`src/rtl/modrm_pkg.sv`:
```
package modrm_pkg;
  localparam int BYTE_W = 8;
  localparam int WORD_W = 16;
  localparam int LEN_W  = 3;

  typedef enum logic [2:0] {ST_OPC, ST_MODRM, ST_DISP, ST_IMM, ST_DONE} dec_state_e;

  localparam logic [2:0] SEL_BX = 3'd3;
  localparam logic [2:0] SEL_BP = 3'd5;
  localparam logic [2:0] SEL_SI = 3'd6;
  localparam logic [2:0] SEL_DI = 3'd7;

  // number of offset bytes implied by mode and rm
  function automatic logic [1:0] disp_count(input logic [1:0] m, input logic [2:0] r);
    unique case (m)
      2'b00:   return (r == 3'b110) ? 2'd2 : 2'd0;
      2'b01:   return 2'd1;
      2'b10:   return 2'd2;
      default: return 2'd0;
    endcase
  endfunction

  // number of data bytes implied by the leading byte
  function automatic logic [1:0] imm_count(input logic [BYTE_W-1:0] opc, input logic [6:0] code);
    if (opc[7:1] == code) return opc[0] ? 2'd2 : 2'd1;
    return 2'd0;
  endfunction

  // assemble a 0/1/2-byte little-endian value
  function automatic logic [WORD_W-1:0] join_bytes(input logic [1:0] n, input logic [BYTE_W-1:0] lo,
                                                   input logic [BYTE_W-1:0] hi, input logic sext);
    unique case (n)
      2'd1:    return sext ? {{BYTE_W{lo[BYTE_W-1]}}, lo} : {{BYTE_W{1'b0}}, lo};
      2'd2:    return {hi, lo};
      default: return '0;
    endcase
  endfunction
endpackage

```
`src/rtl/modrm_field_map.sv`:
```
module modrm_field_map
  import modrm_pkg::*;
(
  input  logic       have_modrm,
  input  logic [1:0] mod_i,
  input  logic [2:0] rm_i,
  output logic       is_mem,
  output logic       is_direct,
  output logic       base_vld,
  output logic [2:0] base_sel,
  output logic       index_vld,
  output logic [2:0] index_sel
);
  always_comb begin
    is_mem    = have_modrm && (mod_i != 2'b11);
    is_direct = is_mem && (mod_i == 2'b00) && (rm_i == 3'b110);
    base_vld  = 1'b0;
    base_sel  = '0;
    index_vld = 1'b0;
    index_sel = '0;
    if (is_mem && !is_direct) begin
      unique case (rm_i)
        3'b000: begin base_vld = 1'b1; base_sel = SEL_BX; index_vld = 1'b1; index_sel = SEL_SI; end
        3'b001: begin base_vld = 1'b1; base_sel = SEL_BX; index_vld = 1'b1; index_sel = SEL_DI; end
        3'b010: begin base_vld = 1'b1; base_sel = SEL_BP; index_vld = 1'b1; index_sel = SEL_SI; end
        3'b011: begin base_vld = 1'b1; base_sel = SEL_BP; index_vld = 1'b1; index_sel = SEL_DI; end
        3'b100: begin index_vld = 1'b1; index_sel = SEL_SI; end
        3'b101: begin index_vld = 1'b1; index_sel = SEL_DI; end
        3'b110: begin base_vld = 1'b1; base_sel = SEL_BP; end
        default: begin base_vld = 1'b1; base_sel = SEL_BX; end
      endcase
    end
  end
endmodule

```
`src/rtl/modrm_byte_seq.sv`:
```
module modrm_byte_seq
  import modrm_pkg::*;
#(
  parameter logic [6:0] IMM_OPCODE = 7'b1100011
) (
  input  logic              clk,
  input  logic              rst,
  input  logic              in_valid,
  input  logic [BYTE_W-1:0] in_byte,
  output logic              in_ready,
  output logic              done,
  output logic [BYTE_W-1:0] opc_q,
  output logic [BYTE_W-1:0] modrm_q,
  output logic              have_modrm,
  output logic [BYTE_W-1:0] disp_lo,
  output logic [BYTE_W-1:0] disp_hi,
  output logic [BYTE_W-1:0] imm_lo,
  output logic [BYTE_W-1:0] imm_hi,
  output logic [LEN_W-1:0]  ilen
);
  dec_state_e state;
  logic       pos;
  logic       accept;
  logic [1:0] nd_new, nd_cur, ni_cur;
  logic       disp_last, imm_last;

  assign accept    = in_valid && in_ready;
  assign in_ready  = (state != ST_DONE);
  assign done      = (state == ST_DONE);
  assign nd_new    = disp_count(in_byte[7:6], in_byte[2:0]);
  assign nd_cur    = disp_count(modrm_q[7:6], modrm_q[2:0]);
  assign ni_cur    = imm_count(opc_q, IMM_OPCODE);
  assign disp_last = pos || (nd_cur == 2'd1);
  assign imm_last  = pos || (ni_cur == 2'd1);

  always_ff @(posedge clk) begin
    if (rst) begin
      state <= ST_OPC; pos <= 1'b0; opc_q <= '0; modrm_q <= '0; have_modrm <= 1'b0;
      disp_lo <= '0; disp_hi <= '0; imm_lo <= '0; imm_hi <= '0; ilen <= '0;
    end else begin
      unique case (state)
        ST_OPC: if (accept) begin
          opc_q <= in_byte; modrm_q <= '0; have_modrm <= 1'b0;
          disp_lo <= '0; disp_hi <= '0; imm_lo <= '0; imm_hi <= '0;
          ilen <= LEN_W'(1); pos <= 1'b0; state <= ST_MODRM;
        end
        ST_MODRM: if (accept) begin
          modrm_q <= in_byte; have_modrm <= 1'b1; ilen <= ilen + LEN_W'(1); pos <= 1'b0;
          if (nd_new != 2'd0)      state <= ST_DISP;
          else if (ni_cur != 2'd0) state <= ST_IMM;
          else                     state <= ST_DONE;
        end
        ST_DISP: if (accept) begin
          if (pos) disp_hi <= in_byte; else disp_lo <= in_byte;
          ilen <= ilen + LEN_W'(1);
          if (disp_last) begin
            pos   <= 1'b0;
            state <= (ni_cur != 2'd0) ? ST_IMM : ST_DONE;
          end else pos <= 1'b1;
        end
        ST_IMM: if (accept) begin
          if (pos) imm_hi <= in_byte; else imm_lo <= in_byte;
          ilen <= ilen + LEN_W'(1);
          if (imm_last) begin pos <= 1'b0; state <= ST_DONE; end
          else pos <= 1'b1;
        end
        default: state <= ST_OPC;
      endcase
    end
  end

  // completion is a single-cycle pulse
  p_done_pulse_r10: assert property (@(posedge clk) disable iff (rst) done |=> !done);
  // no byte is offered as taken during the completion cycle
  p_ready_low_done_r10: assert property (@(posedge clk) disable iff (rst) done |-> !in_ready);
  // an idle cycle inside an instruction leaves the byte count alone
  p_idle_no_take_r11: assert property (@(posedge clk) disable iff (rst)
    (!in_valid && state != ST_OPC && state != ST_DONE) |=> $stable(ilen));
endmodule

```
`src/rtl/modrm_decoder.sv`:
```
module modrm_decoder
  import modrm_pkg::*;
#(
  parameter logic [6:0] IMM_OPCODE = 7'b1100011
) (
  input  logic        clk,
  input  logic        rst,
  input  logic        in_valid,
  input  logic [7:0]  in_byte,
  output logic        in_ready,
  output logic        done,
  output logic [5:0]  opcode_f,
  output logic        dir_f,
  output logic        wide_f,
  output logic [1:0]  mod_f,
  output logic [2:0]  reg_f,
  output logic [2:0]  rm_f,
  output logic        is_mem,
  output logic        is_direct,
  output logic        base_vld,
  output logic [2:0]  base_sel,
  output logic        index_vld,
  output logic [2:0]  index_sel,
  output logic [15:0] disp,
  output logic [15:0] imm,
  output logic [2:0]  ilen
);
  logic [BYTE_W-1:0] opc_q, modrm_q, disp_lo, disp_hi, imm_lo, imm_hi;
  logic              have_modrm;
  logic [1:0]        nd_w, ni_w;

  modrm_byte_seq #(.IMM_OPCODE(IMM_OPCODE)) u_seq (
    .clk(clk), .rst(rst), .in_valid(in_valid), .in_byte(in_byte),
    .in_ready(in_ready), .done(done), .opc_q(opc_q), .modrm_q(modrm_q),
    .have_modrm(have_modrm), .disp_lo(disp_lo), .disp_hi(disp_hi),
    .imm_lo(imm_lo), .imm_hi(imm_hi), .ilen(ilen)
  );

  assign opcode_f = opc_q[7:2];
  assign dir_f    = opc_q[1];
  assign wide_f   = opc_q[0];
  assign mod_f    = modrm_q[7:6];
  assign reg_f    = modrm_q[5:3];
  assign rm_f     = modrm_q[2:0];

  modrm_field_map u_map (
    .have_modrm(have_modrm), .mod_i(modrm_q[7:6]), .rm_i(modrm_q[2:0]),
    .is_mem(is_mem), .is_direct(is_direct), .base_vld(base_vld), .base_sel(base_sel),
    .index_vld(index_vld), .index_sel(index_sel)
  );

  assign nd_w = have_modrm ? disp_count(modrm_q[7:6], modrm_q[2:0]) : 2'd0;
  assign ni_w = imm_count(opc_q, IMM_OPCODE);
  assign disp = join_bytes(nd_w, disp_lo, disp_hi, 1'b1);
  assign imm  = join_bytes(ni_w, imm_lo, imm_hi, 1'b0);

  // counted length agrees with the length the fields imply
  p_len_match_r9: assert property (@(posedge clk) disable iff (rst)
    done |-> (ilen == (LEN_W'(2) + LEN_W'(nd_w) + LEN_W'(ni_w))));
  // the absolute form names no register
  p_direct_no_regs_r5: assert property (@(posedge clk) disable iff (rst)
    is_direct |-> (!base_vld && !index_vld));
  // register mode carries no offset
  p_regmode_no_disp_r3: assert property (@(posedge clk) disable iff (rst)
    (done && !is_mem) |-> (disp == 16'h0000));
  // a memory form always uses at least one register unless absolute
  p_mem_has_reg_r4: assert property (@(posedge clk) disable iff (rst)
    (done && is_mem && !is_direct) |-> (base_vld || index_vld));
endmodule

```
`config.mk`:
```
export PLATFORM = sky130hd
export DESIGN_NAME = modrm_decoder
export DESIGN_NICKNAME = d
export VERILOG_FILES = /design/src/rtl/modrm_pkg.sv /design/src/rtl/modrm_field_map.sv /design/src/rtl/modrm_byte_seq.sv /design/src/rtl/modrm_decoder.sv
export SDC_FILE = /design/constraint.sdc
export NUM_CORES = 1
export LEC_CHECK = 0
export BUFFER_PORTS_ARGS = -buffer_cell sky130_fd_sc_hd__buf_2
export CAP_MARGIN = 25
export CORE_MARGIN = 4
export CORE_UTILIZATION = 49
export DETAILED_ROUTE_END_ITERATION = 10
export PLACE_DENSITY_LB_ADDON = 0.15
export REMOVE_ABC_BUFFERS = 1
export SLEW_MARGIN = 0
export SYNTH_ARGS = -nofsm -noshare
export SYNTH_HDL_FRONTEND = slang
export SYNTH_SLANG_ARGS = --single-unit
```
`constraint.sdc`:
```
create_clock -name clk -period 4.55 [get_ports clk]
set_input_delay 0.2275 -clock clk [delete_from_list [all_inputs] [get_ports clk]]
set_output_delay 0.2275 -clock clk [all_outputs]
set_load 0.05 [all_outputs]
```
# Word-level counts from Yosys, hierarchy flattened
# Cells that the tools add are included.
# totals
register_bits	56
word_cells	130
input_bits	11
out_inout_bits	63
# op_classes
n_reduce_logical	35
n_eq_ne	35
muxes	49
add_sub_neg	1
# ops
operator	count
$pmux W8 S2	5
$pmux W16 S2	2
$mux W8	6
$mux W3	11
$ne A2 B1 Y1 const B	10
$reduce_and A4 Y1	5
$pmux W3 S2	3
$eq A3 B3 Y1 const B	5
$eq A3 B2 Y1 const B	4
$mux W2	6
$pmux W2 S3	2
$pmux W3 S4	1
$reduce_bool A2 Y1	6
$reduce_or A3 Y1	4
$mux W1	11
$eq A2 B1 Y1 const B	5
$eq A2 B2 Y1 const B	4
$eq A7 B7 Y1 const B	1
$eq A3 B1 Y1 const B	2
$logic_not A3 Y1	2
$ne A2 B2 Y1 const B	3
$reduce_and A3 Y1	2
$reduce_and A6 Y1	1
$reduce_or A6 Y1	1
11 further kinds	18

# Depth between registers and ports, before layout
# depth
ltp_word	8
mapped_depth	11
ltp_nobuf	9

# By module
# Synthesis repeated with hierarchy kept, for this count alone.
# unflattened
cells_unflattened	363
hier_area_um2	2957.8
# modules_own_cells
mod	area_per_inst_um2	cells_each	n_inst	seq_area_each_um2
modrm_byte_seq	2346.0	269	1	1121.1
modrm_decoder	475.5	74	1	0.0
modrm_field_map	136.4	20	1	0.0

# Worst setup path before layout
# OpenSTA, ideal clock, no wires.
# synth_path
path_kind	register to output
start	register u_seq.modrm_q[1]
end	output disp[10]
path_stages_with_launch	11
t_arrival_ns	2.642
n_path_buf	2
setup_slack_ns	1.680
path_cell_list	dfxtp_1 clkbuf_1 nand2_1 nor2_1 nor2_1 or2_1 inv_2 ha_1 clkbuf_1 nand2_1 a21oi_1
# synth_via
elab_chain_cells	6
word_cells_on_any_way	7
# synth_lines
element	line	rtl
start, declared	modrm_byte_seq.sv:13	output logic [BYTE_W-1:0] modrm_q,
start signal, assigned	modrm_byte_seq.sv:38	state <= ST_OPC; pos <= 1'b0; opc_q <= '0; modrm_q <= '0; have_modrm <= 1'b0;
start signal, assigned	modrm_byte_seq.sv:43	opc_q <= in_byte; modrm_q <= '0; have_modrm <= 1'b0;
start signal, assigned	modrm_byte_seq.sv:48	modrm_q <= in_byte; have_modrm <= 1'b1; ilen <= ilen + LEN_W'(1); pos <= 1'b0;
$eq A3 B3 Y1 (*)	modrm_pkg.sv:16	2'b00: return (r == 3'b110) ? 2'd2 : 2'd0;
$mux W2 (*)	modrm_pkg.sv:16	
$pmux W2 S3 (*)	modrm_pkg.sv:15	unique case (m)
$mux W2 (*)	modrm_decoder.sv:52	assign nd_w = have_modrm ? disp_count(modrm_q[7:6], modrm_q[2:0]) : 2'd0;
$eq A2 B2 Y1 / $eq A2 B1 Y1 (equally long branches)	modrm_pkg.sv:32	unique case (n)
$pmux W16 S2 (*)	modrm_pkg.sv:32	
end, declared	modrm_decoder.sv:24	output logic [15:0] disp,
# Mark *: on every way between the ends. The rest lies on a longest branch, timed or not.

# Worst setup path in the final report
# layout_path
start	register u_seq.modrm_q[1]
end	output disp[7]
# Same word-level chain as after synthesis.

==> impl_table.tex <==
\begin{tabular}{lr}
\hline
Metric & Value \\
\hline
\multicolumn{2}{l}{\textbf{Run status}} \\
Run status & finished, final reports clean \\
\multicolumn{2}{l}{\textbf{CTS}} \\
Resized Gates After CTS & 0 \\
Root Driver & clkbuf\_8 \\
Insertion delay to the later sink of the worst-skew pair & roughly 0.30 ns \\
Cts bufs inserted & 5 \\
Clock tree from TritonCTS & built \\
Setup fix buffers added after clock tree synthesis & 0 \\
Longest Clk Path Bufs & 2 \\
CTS H-tree depth & 2 \\
Total clock sinks & 56 \\
Cts-stage hold buffer count & 0 \\
Clock-pin slew on the worst setup and hold paths & 0.09 ns \\
\multicolumn{2}{l}{\textbf{Worst setup path}} \\
Critical path's top delay family & simple AND/OR/NAND/NOR gates \\
Largest fanout on the critical path & 9 \\
Slowest cell on the critical path & dfxtp\_1 \\
Worst R2R End & u\_seq.state[2] \\
Bufs and invs on worst path & 1 \\
Crit Reg-Reg Startpoint & u\_seq.state[0] \\
Crit end category & primary output \\
Required time reported for the critical path endpoint & roughly 4.3 ns \\
Cells along the critical path & nand2\_1 > nor2\_1 > nor2\_1 > or2\_1 > ha\_1 > nor2\_1 > and2\_1 > buf\_2 \\
Critical path arrival & 2.44 ns \\
Startpoint-to-endpoint class of the critical path & flip-flop to primary output \\
Setup slack, reg-to-reg & approximately 2.3 ns \\
Worst reg2reg path depth & 5 \\
Path length in cells of the critical path & 8 \\
Cell type with the highest occurrence count on the critical path & nor2\_1 \\
Crit start category & flip-flop \\
Biggest cell delay along the critical path & between 0.4 and 0.5 ns \\
\multicolumn{2}{l}{\textbf{Place}} \\
DP Cell Count & about 480 \\
Count of input and output buffers & 73 \\
Placer congestion estimate & 0.797 \\
Detailed-placement wirelength estimate & approximately 4600 um \\
Placement-stage cell area & a little over 3000 sq um \\
\multicolumn{2}{l}{\textbf{Logic synthesis}} \\
Largest cells by area after synthesis & dfxtp\_1, a21oi\_1, nand2\_1 \\
Most common flop cell mapped by yosys & dfxtp\_1 \\
EDFF count, synth & 0 \\
Cell types with the highest counts after synthesis & nand2\_1, a21oi\_1, dfxtp\_1 \\
Post-synthesis instance area & about 2800 sq um \\
Number of standard cells after synthesis & about 360 \\
Async set or reset register ratio after synthesis & 0\% \\
Proportion of synthesized chip area in sequential cells & $\sim$41\% \\
Distinct cells, synth & 45 \\
Warning count from the yosys run & 0 \\
Average size of a mapped cell & roughly 7.7 sq um \\
Post-synth top area cell & dfxtp\_1 \\
Synthesized flop and latch total & 56 \\
Cell with the most instances after synthesis & nand2\_1 \\
Top cell type's share of synthesized area & between 40 and 50\% \\
\multicolumn{2}{l}{\textbf{Drt}} \\
Via count & 2,648 \\
Number of vias per cell after detailed routing & 5.45 \\
Average detailed-routed wire length per instance & 14.0 um \\
Number of design rule violations left after detail routing & 0 \\
Drt first pass iters & 4 \\
Total wire length & a little under 7000 um \\
Remaining antenna violation count & 0 \\
Detailed Route Iter0 Violations & $\sim$200 \\
\multicolumn{2}{l}{\textbf{Timing}} \\
Clock period minus final worst setup slack & 2.67 ns \\
Unrepaired setup endpoints after global routing & no \\
Clock skew after layout & 0.00300 ns \\
Slew at the pin with the worst max-slew slack & 0.939 ns \\
Final max-slew violation count & 0 \\
Hold Violations, Final & 0 \\
Final setup viols & 0 \\
Post-route clock period utilization & 58.7\% \\
Fmax achieved & between 300 and 400 MHz \\
Worst rel slew slack & between 30\% and 40\% \\
Final hold slack & 0.254 ns \\
Sum of negative setup slack & 0 ns \\
\multicolumn{2}{l}{\textbf{Power}} \\
Standby leakage power & 1.33 nW \\
Clock network fraction of total power & 24.8\% \\
Switching component of the power & around 0.34 mW \\
Switching fraction of total power & 33.9\% \\
Worst voltage drop across the vdd grid & 0.169 mV \\
Cell-internal power & 0.670 mW \\
Relative contribution of combinational cells to total power & 21.8\% \\
Areal power density over the cells & about 320 nW/um\^{}2 \\
Sequential share of power & 53.4\% \\
Post-route total power & 1.01 mW \\
\multicolumn{2}{l}{\textbf{Global route}} \\
Initial antenna violation count & 0 \\
Leftover overflow at the end of global routing & 0 \\
Pin count of the biggest net entering global routing & 58 \\
Vias in the first global route & 2,363 \\
Wire length of the first global-routing pass & 11,300 um \\
Tot GR Track Use & between 15 and 20\% \\
\multicolumn{2}{l}{\textbf{Layout}} \\
Fraction of final layout cells sized beyond drive strength 1 & 23.4\% \\
Number of diodes & 0 \\
Final design area excluding fillers & 3170 sq um \\
Layout Nets & 428 \\
Cell Count, Final, Fillers Out & 486 \\
P\&R area growth vs syn & 15.3\% \\
\multicolumn{2}{l}{\textbf{Floorplanning}} \\
Number of rows created at floorplan & 27 \\
Vert. Die Dim & 82.9 um \\
Die Wd & just over 80 um \\
Effective utilization at floorplan & between 50 and 60\% \\
Num ports & 74 \\
Std-Cell Core Area & 5470 sq um \\
Total die area & roughly 7000 sq um \\
\multicolumn{2}{l}{\textbf{Min path}} \\
Beginning of the worst hold path & in\_byte[3] \\
Min-delay worst type & input port to flip-flop \\
Hold path depth & 3 \\
Endpoint of the worst hold path & u\_seq.opc\_q[3] \\
\multicolumn{2}{l}{\textbf{Job}} \\
MaxCap Viol Count & 0 \\
\hline
\end{tabular}
## worst min-delay path, stage by stage
cell     delay [ns]
buf_2          0.16
nand2_1        0.07
a21oi_1        0.05
## kinds of logic (layout without fill, tap and decap cells)
| group | after synthesis | after routing | synth area share, % |
|---|---|---|---|
| and+or+nand+nor | 182 | 182 | 34.7 |
| AOI/OAI and AO/OA | 87 | 87 | 17.8 |
| DFF | 56 | 56 | 40.7 |
| buffers and inverters | 31 | 86 | 5.46 |
| adders and majority gates | 3 | 3 | 1.36 |
## how the worst max path moves through the flow
stage / from / end
4_1_cts: u_seq.modrm_q[1] / disp[7]
2_1_floorplan: u_seq.modrm_q[7] / index_sel[0]
6_report: u_seq.modrm_q[1] / disp[7]
5_1_grt: u_seq.modrm_q[1] / disp[2]
3_3_place_gp: u_seq.modrm_q[1] / disp[2]
3_5_place_dp: u_seq.modrm_q[1] / disp[7]
## metrics by stage
step                util (%)  setup WS [ns]
floorplan                  -           1.44
global placement        56.2           2.26
detailed placement      56.2           2.19
CTS                     57.6           1.84
global route            58.0           1.55
finish                  58.0           1.88
## per-layer routing
metal / global-route usage [%] / part of all wire (%)
met5: 0 / 0
met4: 5.20 / 1.5
met3: 3.37 / 6.6
met2: 32.6 / 47
met1: 25.6 / 45
## cells in the final DEF, fill, tap and decap left out, types with 3 or more instances in the layout
cell type,count
and2_1,19
nand2_1,69
a21oi_1,62
nand2b_1,3
o21ai_0,10
ha_1,3
dfxtp_1,56
nand3_1,41
nor2_2,4
nor2_1,13
and3_1,9
buf_2,73
inv_1,4
nor2b_1,3
nor3_1,4
clkbuf_8,5
## sequential cells by signal, summed over array words and instances (netlist names), 3 cells and up
| signal | count |
|---|---|
| u_seq.state | 3 |
| u_seq.disp_lo | 8 |
| u_seq.imm_lo | 8 |
| u_seq.opc_q | 8 |
| u_seq.imm_hi | 8 |
| u_seq.modrm_q | 8 |
| u_seq.ilen | 3 |
| u_seq.disp_hi | 8 |
## layout make-up
class	instances	area (sq um)
clock buffer	6	72.6
clock inverter	1	5.00
inverter	5	18.8
timing repair buffer	74	385
multi-input combinational	272	1480
tap	72	90.1
sequential	56	1120
fill	551	2300
## power groups by stage
stage                     Clock (mW)  Combinational [mW]  Sequential [mW]
after detailed placement           0               0.220            0.552
after floorplan                    0               0.119            0.584
after global routing           0.279               0.241            0.546
final                          0.251               0.222            0.541
after global placement             0               0.219            0.551
after CTS                      0.260               0.220            0.541
Power figures use the tool's default switching activity.
